[src/rtl/ldval_pkg.sv]
package ldval_pkg;

  // Training action chosen for the slot addressed by the update port.
  typedef enum logic [1:0] {
    ACT_IDLE     = 2'd0,
    ACT_ALLOC    = 2'd1,
    ACT_TRAIN_UP = 2'd2,
    ACT_TRAIN_DN = 2'd3
  } upd_act_e;

  // Byte-offset bits below the word index.
  localparam int unsigned WORD_OFS_W = 2;

endpackage

[src/rtl/ldval_rst_sync.sv]
module ldval_rst_sync #(
  parameter int unsigned STAGES = 2
) (
  input  logic clk,
  input  logic rst_n_async,
  output logic rst_n_sync
);

  logic [STAGES-1:0] sync_q;
  logic [STAGES-1:0] sync_d;

  always_comb begin
    sync_d = {sync_q[STAGES-2:0], 1'b1};
  end

  always_ff @(posedge clk or negedge rst_n_async) begin
    if (!rst_n_async) begin
      sync_q <= '0;
    end else begin
      sync_q <= sync_d;
    end
  end

  assign rst_n_sync = sync_q[STAGES-1];

endmodule

[src/rtl/ldval_pc_split.sv]
module ldval_pc_split #(
  parameter int unsigned PC_W  = 32,
  parameter int unsigned IDX_W = 4,
  parameter int unsigned OFS_W = 2,
  localparam int unsigned TAG_W = PC_W - IDX_W - OFS_W
) (
  input  logic [PC_W-1:0]  pc,
  output logic [IDX_W-1:0] idx,
  output logic [TAG_W-1:0] tag
);

  assign idx = pc[OFS_W +: IDX_W];
  assign tag = pc[PC_W-1 -: TAG_W];

endmodule

[src/rtl/ldval_conf_step.sv]
module ldval_conf_step #(
  parameter int unsigned CONF_W = 2
) (
  input  logic [CONF_W-1:0] conf_in,
  input  logic              go_up,
  output logic [CONF_W-1:0] conf_out
);

  localparam logic [CONF_W-1:0] CONF_MAX = '1;
  localparam logic [CONF_W-1:0] CONF_MIN = '0;

  always_comb begin
    conf_out = conf_in;
    if (go_up) begin
      if (conf_in != CONF_MAX) begin
        conf_out = conf_in + 1'b1;
      end
    end else begin
      if (conf_in != CONF_MIN) begin
        conf_out = conf_in - 1'b1;
      end
    end
  end

endmodule

[src/rtl/ldval_entry.sv]
module ldval_entry #(
  parameter int unsigned TAG_W  = 26,
  parameter int unsigned DATA_W = 32,
  parameter int unsigned CONF_W = 2
) (
  input  logic              clk,
  input  logic              rst_n,
  input  logic              wr_en,
  input  logic [TAG_W-1:0]  tag_in,
  input  logic [DATA_W-1:0] value_in,
  input  logic [CONF_W-1:0] conf_in,
  output logic              valid_q,
  output logic [TAG_W-1:0]  tag_q,
  output logic [DATA_W-1:0] value_q,
  output logic [CONF_W-1:0] conf_q
);

  logic              valid_d;
  logic [TAG_W-1:0]  tag_d;
  logic [DATA_W-1:0] value_d;
  logic [CONF_W-1:0] conf_d;

  // Next-state with explicit clock enable.
  always_comb begin
    valid_d = valid_q;
    tag_d   = tag_q;
    value_d = value_q;
    conf_d  = conf_q;
    if (wr_en) begin
      valid_d = 1'b1;
      tag_d   = tag_in;
      value_d = value_in;
      conf_d  = conf_in;
    end
  end

  always_ff @(posedge clk or negedge rst_n) begin
    if (!rst_n) begin
      valid_q <= 1'b0;
      tag_q   <= '0;
      value_q <= '0;
      conf_q  <= '0;
    end else begin
      valid_q <= valid_d;
      tag_q   <= tag_d;
      value_q <= value_d;
      conf_q  <= conf_d;
    end
  end

endmodule

[src/rtl/ldval_predictor.sv]
module ldval_predictor #(
  parameter int unsigned PC_W        = 32,
  parameter int unsigned DATA_W      = 32,
  parameter int unsigned ENTRIES     = 16,
  parameter int unsigned CONF_W      = 2,
  parameter int unsigned PRED_THRESH = 2
) (
  input  logic              clk,
  input  logic              rst_n,
  input  logic [PC_W-1:0]   lk_pc,
  output logic              lk_hit,
  output logic              lk_predict,
  output logic [DATA_W-1:0] lk_value,
  input  logic              up_valid,
  input  logic [PC_W-1:0]   up_pc,
  input  logic [DATA_W-1:0] up_value,
  input  logic              up_predicted
);

  import ldval_pkg::*;

  localparam int unsigned IDX_W = $clog2(ENTRIES);
  localparam int unsigned OFS_W = WORD_OFS_W;
  localparam int unsigned TAG_W = PC_W - IDX_W - OFS_W;
  localparam logic [CONF_W-1:0] THRESH = PRED_THRESH[CONF_W-1:0];

  logic rst_sync_n;

  ldval_rst_sync #(.STAGES(2)) u_rst_sync (
    .clk         (clk),
    .rst_n_async (rst_n),
    .rst_n_sync  (rst_sync_n)
  );

  // Table state.
  logic              ent_valid [ENTRIES];
  logic [TAG_W-1:0]  ent_tag   [ENTRIES];
  logic [DATA_W-1:0] ent_value [ENTRIES];
  logic [CONF_W-1:0] ent_conf  [ENTRIES];

  // Address split for both ports.
  logic [IDX_W-1:0] lk_idx;
  logic [TAG_W-1:0] lk_tag;
  logic [IDX_W-1:0] up_idx;
  logic [TAG_W-1:0] up_tag;

  ldval_pc_split #(.PC_W(PC_W), .IDX_W(IDX_W), .OFS_W(OFS_W)) u_lk_split (
    .pc  (lk_pc),
    .idx (lk_idx),
    .tag (lk_tag)
  );

  ldval_pc_split #(.PC_W(PC_W), .IDX_W(IDX_W), .OFS_W(OFS_W)) u_up_split (
    .pc  (up_pc),
    .idx (up_idx),
    .tag (up_tag)
  );

  // Lookup port: reads the registered table, so a same-cycle update is not seen.
  logic lk_match;

  always_comb begin
    lk_match   = ent_valid[lk_idx] && (ent_tag[lk_idx] == lk_tag);
    lk_hit     = lk_match;
    lk_predict = lk_match && (ent_conf[lk_idx] >= THRESH);
    lk_value   = lk_match ? ent_value[lk_idx] : '0;
  end

  // Update port: decide the training action.
  logic              up_hit;
  logic              up_same;
  logic [CONF_W-1:0] conf_stepped;
  upd_act_e          up_act;
  logic [CONF_W-1:0] conf_wr;

  always_comb begin
    up_hit  = ent_valid[up_idx] && (ent_tag[up_idx] == up_tag);
    up_same = (ent_value[up_idx] == up_value);
  end

  ldval_conf_step #(.CONF_W(CONF_W)) u_conf_step (
    .conf_in  (ent_conf[up_idx]),
    .go_up    (up_same),
    .conf_out (conf_stepped)
  );

  always_comb begin
    up_act = ACT_IDLE;
    if (up_valid) begin
      if (up_hit) begin
        up_act = up_same ? ACT_TRAIN_UP : ACT_TRAIN_DN;
      end else if (!up_predicted) begin
        up_act = ACT_ALLOC;
      end
    end
    conf_wr = (up_act == ACT_ALLOC) ? '0 : conf_stepped;
  end

  // Slot storage, one instance per slot.
  for (genvar gi = 0; gi < ENTRIES; gi++) begin : g_slot
    logic slot_we;
    assign slot_we = (up_act != ACT_IDLE) && (up_idx == IDX_W'(gi));

    ldval_entry #(.TAG_W(TAG_W), .DATA_W(DATA_W), .CONF_W(CONF_W)) u_entry (
      .clk      (clk),
      .rst_n    (rst_sync_n),
      .wr_en    (slot_we),
      .tag_in   (up_tag),
      .value_in (up_value),
      .conf_in  (conf_wr),
      .valid_q  (ent_valid[gi]),
      .tag_q    (ent_tag[gi]),
      .value_q  (ent_value[gi]),
      .conf_q   (ent_conf[gi])
    );
  end

  // Flattened views for the bound checker.
  logic [ENTRIES-1:0]        valid_vec;
  logic [ENTRIES*CONF_W-1:0] conf_vec;

  for (genvar gv = 0; gv < ENTRIES; gv++) begin : g_flat
    assign valid_vec[gv]                 = ent_valid[gv];
    assign conf_vec[gv*CONF_W +: CONF_W] = ent_conf[gv];
  end

endmodule

[config.mk]
export PLATFORM = sky130hd
export DESIGN_NAME = ldval_predictor
export DESIGN_NICKNAME = d
export VERILOG_FILES = /design/src/rtl/ldval_pkg.sv /design/src/rtl/ldval_rst_sync.sv /design/src/rtl/ldval_pc_split.sv /design/src/rtl/ldval_conf_step.sv /design/src/rtl/ldval_entry.sv /design/src/rtl/ldval_predictor.sv
export SDC_FILE = /design/constraint.sdc
export NUM_CORES = 2
export LEC_CHECK = 0
export CAP_MARGIN = 20
export CORE_ASPECT_RATIO = 0.9
export CORE_MARGIN = 2
export CORE_UTILIZATION = 60
export DETAILED_ROUTE_END_ITERATION = 16
export PLACE_DENSITY = 0.83
export SLEW_MARGIN = 20
export SYNTH_ARGS = -nofsm -noshare
export SYNTH_HDL_FRONTEND = slang
export SYNTH_HIERARCHICAL = 1
export SYNTH_SLANG_ARGS = --single-unit
[constraint.sdc]
create_clock -name clk -period 39.6 [get_ports clk]
set_input_delay 3.96 -clock clk [delete_from_list [all_inputs] [get_ports clk]]
set_output_delay 3.96 -clock clk [all_outputs]
set_load 0.01 [all_outputs]
* Word-level counts from Yosys, hierarchy flattened
Cells that the tools add are included.
** Word-level totals
- Register bits after elaboration :: 978
- Bits of input ports :: 100
- Word-level logic and storage cells :: 147
** Operators by class
- Add/sub/neg operators :: 2
- Magnitude comparators :: 3
- Equal/unequal tests :: 20
- Multiplexer cells :: 33
- Bitwise logic cells :: 2
- Reduce and logical (&&, ||, !) cells :: 22
** Operator list (number)
- $bmux W32 S4 :: 2
- $bmux W26 S4 :: 2
- $mux W32 :: 5
- $mux W26 :: 4
- $eq A26 B26 Y1 :: 2
- $eq A32 B32 Y1 :: 1
- $eq A4 B4 Y1 const B :: 8
- $mux W2 :: 10
- $logic_and A1 B1 Y1 :: 19
- $bmux W2 S4 :: 2
- $eq A4 B3 Y1 const B :: 4
- $ge A5 B5 Y1 const B :: 2
- $not A4 Y5 :: 2
- $bmux W1 S4 :: 2
- $eq A4 B2 Y1 const B :: 2
- $mux W1 :: 6
- $eq A4 B1 Y1 const B :: 1
- $logic_not A4 Y1 :: 1
- $reduce_bool A2 Y1 :: 2
- $add A2 B1 Y2 const B :: 1
- $eq A2 B1 Y1 const B :: 1
- $ge A2 B2 Y1 const B :: 1
- $ne A2 B2 Y1 const B :: 1
- $sub A2 B1 Y2 const B :: 1

* Longest topological paths before layout
- Word-level depth :: 10
- Mapped depth :: 18
- Mapped depth without buffers :: 9

* By module
Netlist, hierarchy kept.
** Modules (own cells, without submodules)
- ldval_entry :: instances 16, cells each 129, area each 2561.2 µm²
- ldval_predictor :: instances 1, cells each 1100, area each 16144.2 µm²
- ldval_pc_split :: instances 2, cells each 30, area each 225.2 µm²
- ldval_rst_sync :: instances 1, cells each 3, area each 53.8 µm²
- ldval_conf_step :: instances 1, cells each 3, area each 26.3 µm²

* Worst setup path before layout
OpenSTA, ideal clock, no wires.
- Path type :: input to output
- From :: input port lk_pc[2]
- To :: output port lk_value[10]
- Arrival :: 6.792 ns
- Path slack :: 28.848 ns
- Stages :: 11
- Buffers on the path :: 5
- Cells stage by stage :: buf_4 clkbuf_1 buf_2 buf_2 mux4_2 mux4_2 xor2_1 nor4_1 nand4_1 clkbuf_1 nor2b_1
** Between the ends
- Cells in the longest elaborated chain, start to end :: 7
** RTL lines
- from (decl) :: RTL line ldval_predictor.sv:10 : input logic [PC_W-1:0] lk_pc,
- $not A4 Y5 (not written as such) * :: RTL line ldval_predictor.sv:63, ldval_predictor.sv:66
- $bmux W26 S4 :: RTL line ldval_predictor.sv:63 : lk_match = ent_valid[lk_idx] && (ent_tag[lk_idx] == lk_tag);
- $mux W26 (not written as such) (2 in series) :: RTL line ldval_predictor.sv:63
- $eq A26 B26 Y1 :: RTL line ldval_predictor.sv:63
- $logic_and A1 B1 Y1 :: RTL line ldval_predictor.sv:63
- $mux W32 * :: RTL line ldval_predictor.sv:66 : lk_value = lk_match ? ent_value[lk_idx] : '0;
- to (decl) :: RTL line ldval_predictor.sv:13 : output logic [DATA_W-1:0] lk_value,
Mark *: on every way between the ends. The rest lies on a longest branch, timed or not. The select of a mux whose other input is x is not followed.

* Final worst setup path
- From :: input port lk_pc[3]
- To :: output port lk_value[1]
Same word-level chain as after synthesis.

==> impl_metrics.csv <==
group,metric,value,unit
detailed_routing,dr_wl_met2,71.5,mm
worst_setup_path,worst_path_max_delay_cell,"buf_4",
timing,slew_headroom,21.0,%
clock_tree,clk_pin_slew_worst_paths,0.06,ns
worst_setup_path,worstReg2RegStart,"g_slot[10].u_entry/tag_q[0]$_DFFE_PN0P_",
die,rows,107,
worst_setup_path,critPathBufInv,5,
worst_setup_path,r2r_cells,11,
global_route,antenna_found_initial,11,
timing,setup_violations,0,
power,seqPwrFrac,43.8,%
power,p_comb_share,23.5,%
global_route,grt_max_degree,193,
detailed_routing,wl_per_cell,33.0,um
timing,period_share,33.7,%
timing,fmax,74.9,MHz
clock_tree,clock_sinks,978,
yosys,synth_edf_count,0,
clock_tree,numCtsBuffers,99,
yosys,syn-cell-area,57700,um2
worst_setup_path,cp_top_family,"buffers and inverters",
clock_tree,cts_setup_buffers,0,
worst_setup_path,path_max_fanout,48,
place,hpwl,86.8,mm
detailed_routing,dr.max_layer_used,"met5",
clock_tree,clkLatencyLatePin,0.70,ns
detailed_routing,wirelength,150,mm
place,place_congestion,0.837,
yosys,synth_fa_ha_area_share,0.0391,%
detailed_routing,dr.first_iter.drc_count,3263,
power,ir_drop,0.0000433,V
worst_hold_path,worst_hold_startpoint,"u_rst_sync/sync_q[0]$_DFF_PN0_",
detailed_routing,routedLengthMet1,59.7,mm
power,swShare,26.8,%
timing,tightest_slew,1.18,ns
worst_setup_path,arrival,9.40,ns
cells_and_area,syn_to_final_growth,6.74,%
worst_setup_path,max_stage_delay,0.79,ns
run_status,status,"finished clean",
power,power.density,50.2,nW/um2
yosys,ys_dominant_reg_cell,"dfrtp_1",
cells_and_area,nets,3315,
yosys,syn_avg_cell_area,17.8,um2
yosys,synthMuxAreaShare,47.8,%
global_route,grt_pass1_vias,34700,
die,die_y,298,um
yosys,synth_top_family_by_area,"multiplexers",
detailed_routing,drc_errors,0,
yosys,seq_area_frac_synth,42.4,%
worst_setup_path,worstSetupPathType,"primary input to output port",
detailed_routing,vias,31700,
timing,drv_slew,0,
worst_setup_path,rr_endpoint,"g_slot[5].u_entry/tag_q[23]$_DFFE_PN0P_",
cells_and_area,drive_gt1_share,54.9,%
clock_tree,htree_levels,3,
detailed_routing,ant_nets,0,
worst_setup_path,crit_chain,"buf_6, buf_4, buf_4, mux4_2, mux4_2, xor2_1, nor4_1, nand4_1, buf_4, nor2b_1, clkdlybuf4s50_1",
yosys,synth_warnings,6,
clock_tree,cts_tree,"built",
global_route,grt-ovfl-total,0,
cells_and_area,fill_cells,6143,
yosys,synth-seq-cells,978,
timing,rsz0062_at_grt,"no",
yosys,synth_compound_area_share,1.09,%
yosys,synthSimpleGateAreaFrac,1.40,%
clock_tree,clockBufferDepth,3,
yosys,synth_cell_types,53,
power,p_switching,829,uW
clock_tree,root_buffer,"clkbuf_16",
flow_run,max_cap_viol_count,0,
yosys,netlist_instances,3230,
detailed_routing,viasPerCell,6.97,
die,core-area,94900,um2
worst_setup_path,r2r_setup_slack,34.21,ns
worst_setup_path,crit_path_start_kind,"primary input",
place,io_buffers,129,
global_route,grt_pass1_wl,230,mm
power,p_clk_share,32.7,%
worst_setup_path,end_kind,"output port",
power,power,3.09,mW
timing,tns,0,ns
clock_tree,ctsResizeCount,0,
timing,fin_crit,13.36,ns
yosys,synth-async-reset-ratio,100,%
global_route,grt_use_total,31.1,%
worst_hold_path,min_delay_path_depth,0,
power,p_int,2.26,mW
timing,hold_viol,0,
worst_hold_path,min_to,"u_rst_sync/sync_q[1]$_DFF_PN0_",
worst_setup_path,crit_required,35.64,ns
detailed_routing,firstDrtPassIters,5,
timing,hold_ws,0.349,ns
timing,finClkSkew,0.0284,ns
worst_setup_path,crit_path_frequent_cell,"buf_4",
clock_tree,hold_buffers,0,
worst_hold_path,hp-class,"flip-flop to flip-flop",
yosys,syn-num-nets,3330,
power,leakage,26.4,nW
die,start_util,60.7,%
die,ioPinCount,134,
die,fp.dieW,331,um
yosys,synth-xor-area-share,1.46,%
die,die_area,98600,um2
detailed_routing,routed-wl-met3,13.0,mm
-- flip-flops by register name, indices dropped and copies added (netlist names) --
signal / cells
g_slot.u_entry/value_q: 512
g_slot.u_entry/valid_q: 16
g_slot.u_entry/tag_q: 416
g_slot.u_entry/conf_q: 32
u_rst_sync/sync_q: 2
-- layout by cell type (no fill, tap or decap), drive strengths merged, types with 12 or more instances in the layout --
cell type      Yosys  final
clkdlybuf4s50      0    121
buf              261     82
xor2              56     56
xnor2             40     40
mux2i             74     74
a22oi             18     18
inv                8     12
nand2             17     17
nor2b             40     40
mux4             541    541
clkinv             1     28
o22ai             12     12
bufinv             0     13
mux2             987    987
nor3              19     19
dfrtp            978    978
clkbuf            60    135
or2               17     17
-- through the flow --
stage | utilization, % | std cells | setup slack [ns] | area [um2]
floorplan | - | 3230 | 10.32 | 57700
global placement | 61.0 | 4364 | 26.29 | 57900
detailed placement | 61.0 | 4364 | 26.22 | 57900
CTS | 64.7 | 4548 | 26.20 | 61400
global route | 64.8 | 4551 | 25.82 | 61500
finish | 64.8 | 4552 | 26.24 | 61500
-- layer usage --
metal	global-route usage (%)	vias up
li1	-	12500
met1	43.7	17300
met2	47.5	1565
met3	7.64	390
met4	11.4	18
met5	0	-
-- synth_stat cells, types with 23 or more instances --
master | count | area share, %
mux2_2 | 43 | 0.84
buf_12 | 96 | 3.3
buf_6 | 23 | 0.45
clkbuf_1 | 60 | 0.39
dfrtp_1 | 978 | 42
mux2i_1 | 74 | 1.3
nor2b_1 | 40 | 0.43
mux4_2 | 541 | 21
buf_2 | 57 | 0.49
xor2_1 | 56 | 0.85
xnor2_1 | 40 | 0.61
buf_4 | 67 | 0.87
mux2_4 | 944 | 25
-- worst max-delay path by stage --
| stage | start | end | slack [ns] | cells past startpoint |
|---|---|---|---|---|
| floorplan | u_rst_sync/sync_q[1]$_DFF_PN0_ | g_slot[0].u_entry/conf_q[0]$_DFFE_PN0P_ | 10.32 | 0 |
| global placement | lk_pc[2] | lk_value[21] | 26.29 | 12 |
| detailed placement | lk_pc[2] | lk_value[11] | 26.22 | 12 |
| CTS | lk_pc[2] | lk_value[11] | 26.20 | 12 |
| global route | lk_pc[2] | lk_value[11] | 25.82 | 12 |
| finish | lk_pc[3] | lk_value[1] | 26.24 | 11 |
-- worst register-to-register path: cells and delay by family, from the launching register on --
| family | cells | cell delay [ns] |
|---|---|---|
| AND/OR/NAND/NOR | 3 | 1.01 |
| AO/OA/AOI/OAI | 2 | 1.00 |
| buffers and inverters | 2 | 1.32 |
| flip-flops | 1 | 0.40 |
| XOR/XNOR | 1 | 0.42 |
| multiplexers | 3 | 1.13 |
-- layout make-up --
cell class	count	area (um2)	area share (%)
timing repair buffer	205	1990	3.23
clock inverter	51	639	1.04
sequential	978	24500	39.8
antenna	1	2.50	0.00407
inverter	9	36.3	0.0590
multi-input combinational	1922	30000	48.7
clock buffer	133	2860	4.65
tap	1253	1570	2.55
-- logic make-up after synthesis --
family | count (synthesis)
buffers and inverters | 330
muxes | 1602
AOI/OAI and AO/OA | 77
and+or+nand+nor | 144
xor gates and xnor gates | 96
adders and majority gates | 2
other | 1
DFF | 978
-- power by group through the flow --
stage                     Clock (mW)  Sequential [mW]  Combinational (mW)
after floorplan                    0             1.32               0.582
after global placement             0             1.33               0.693
after detailed placement           0             1.36               0.717
after CTS                       1.02             1.35               0.722
after global routing            1.06             1.38               0.761
final                           1.01             1.35               0.726
(Power assumes the default switching activity.)
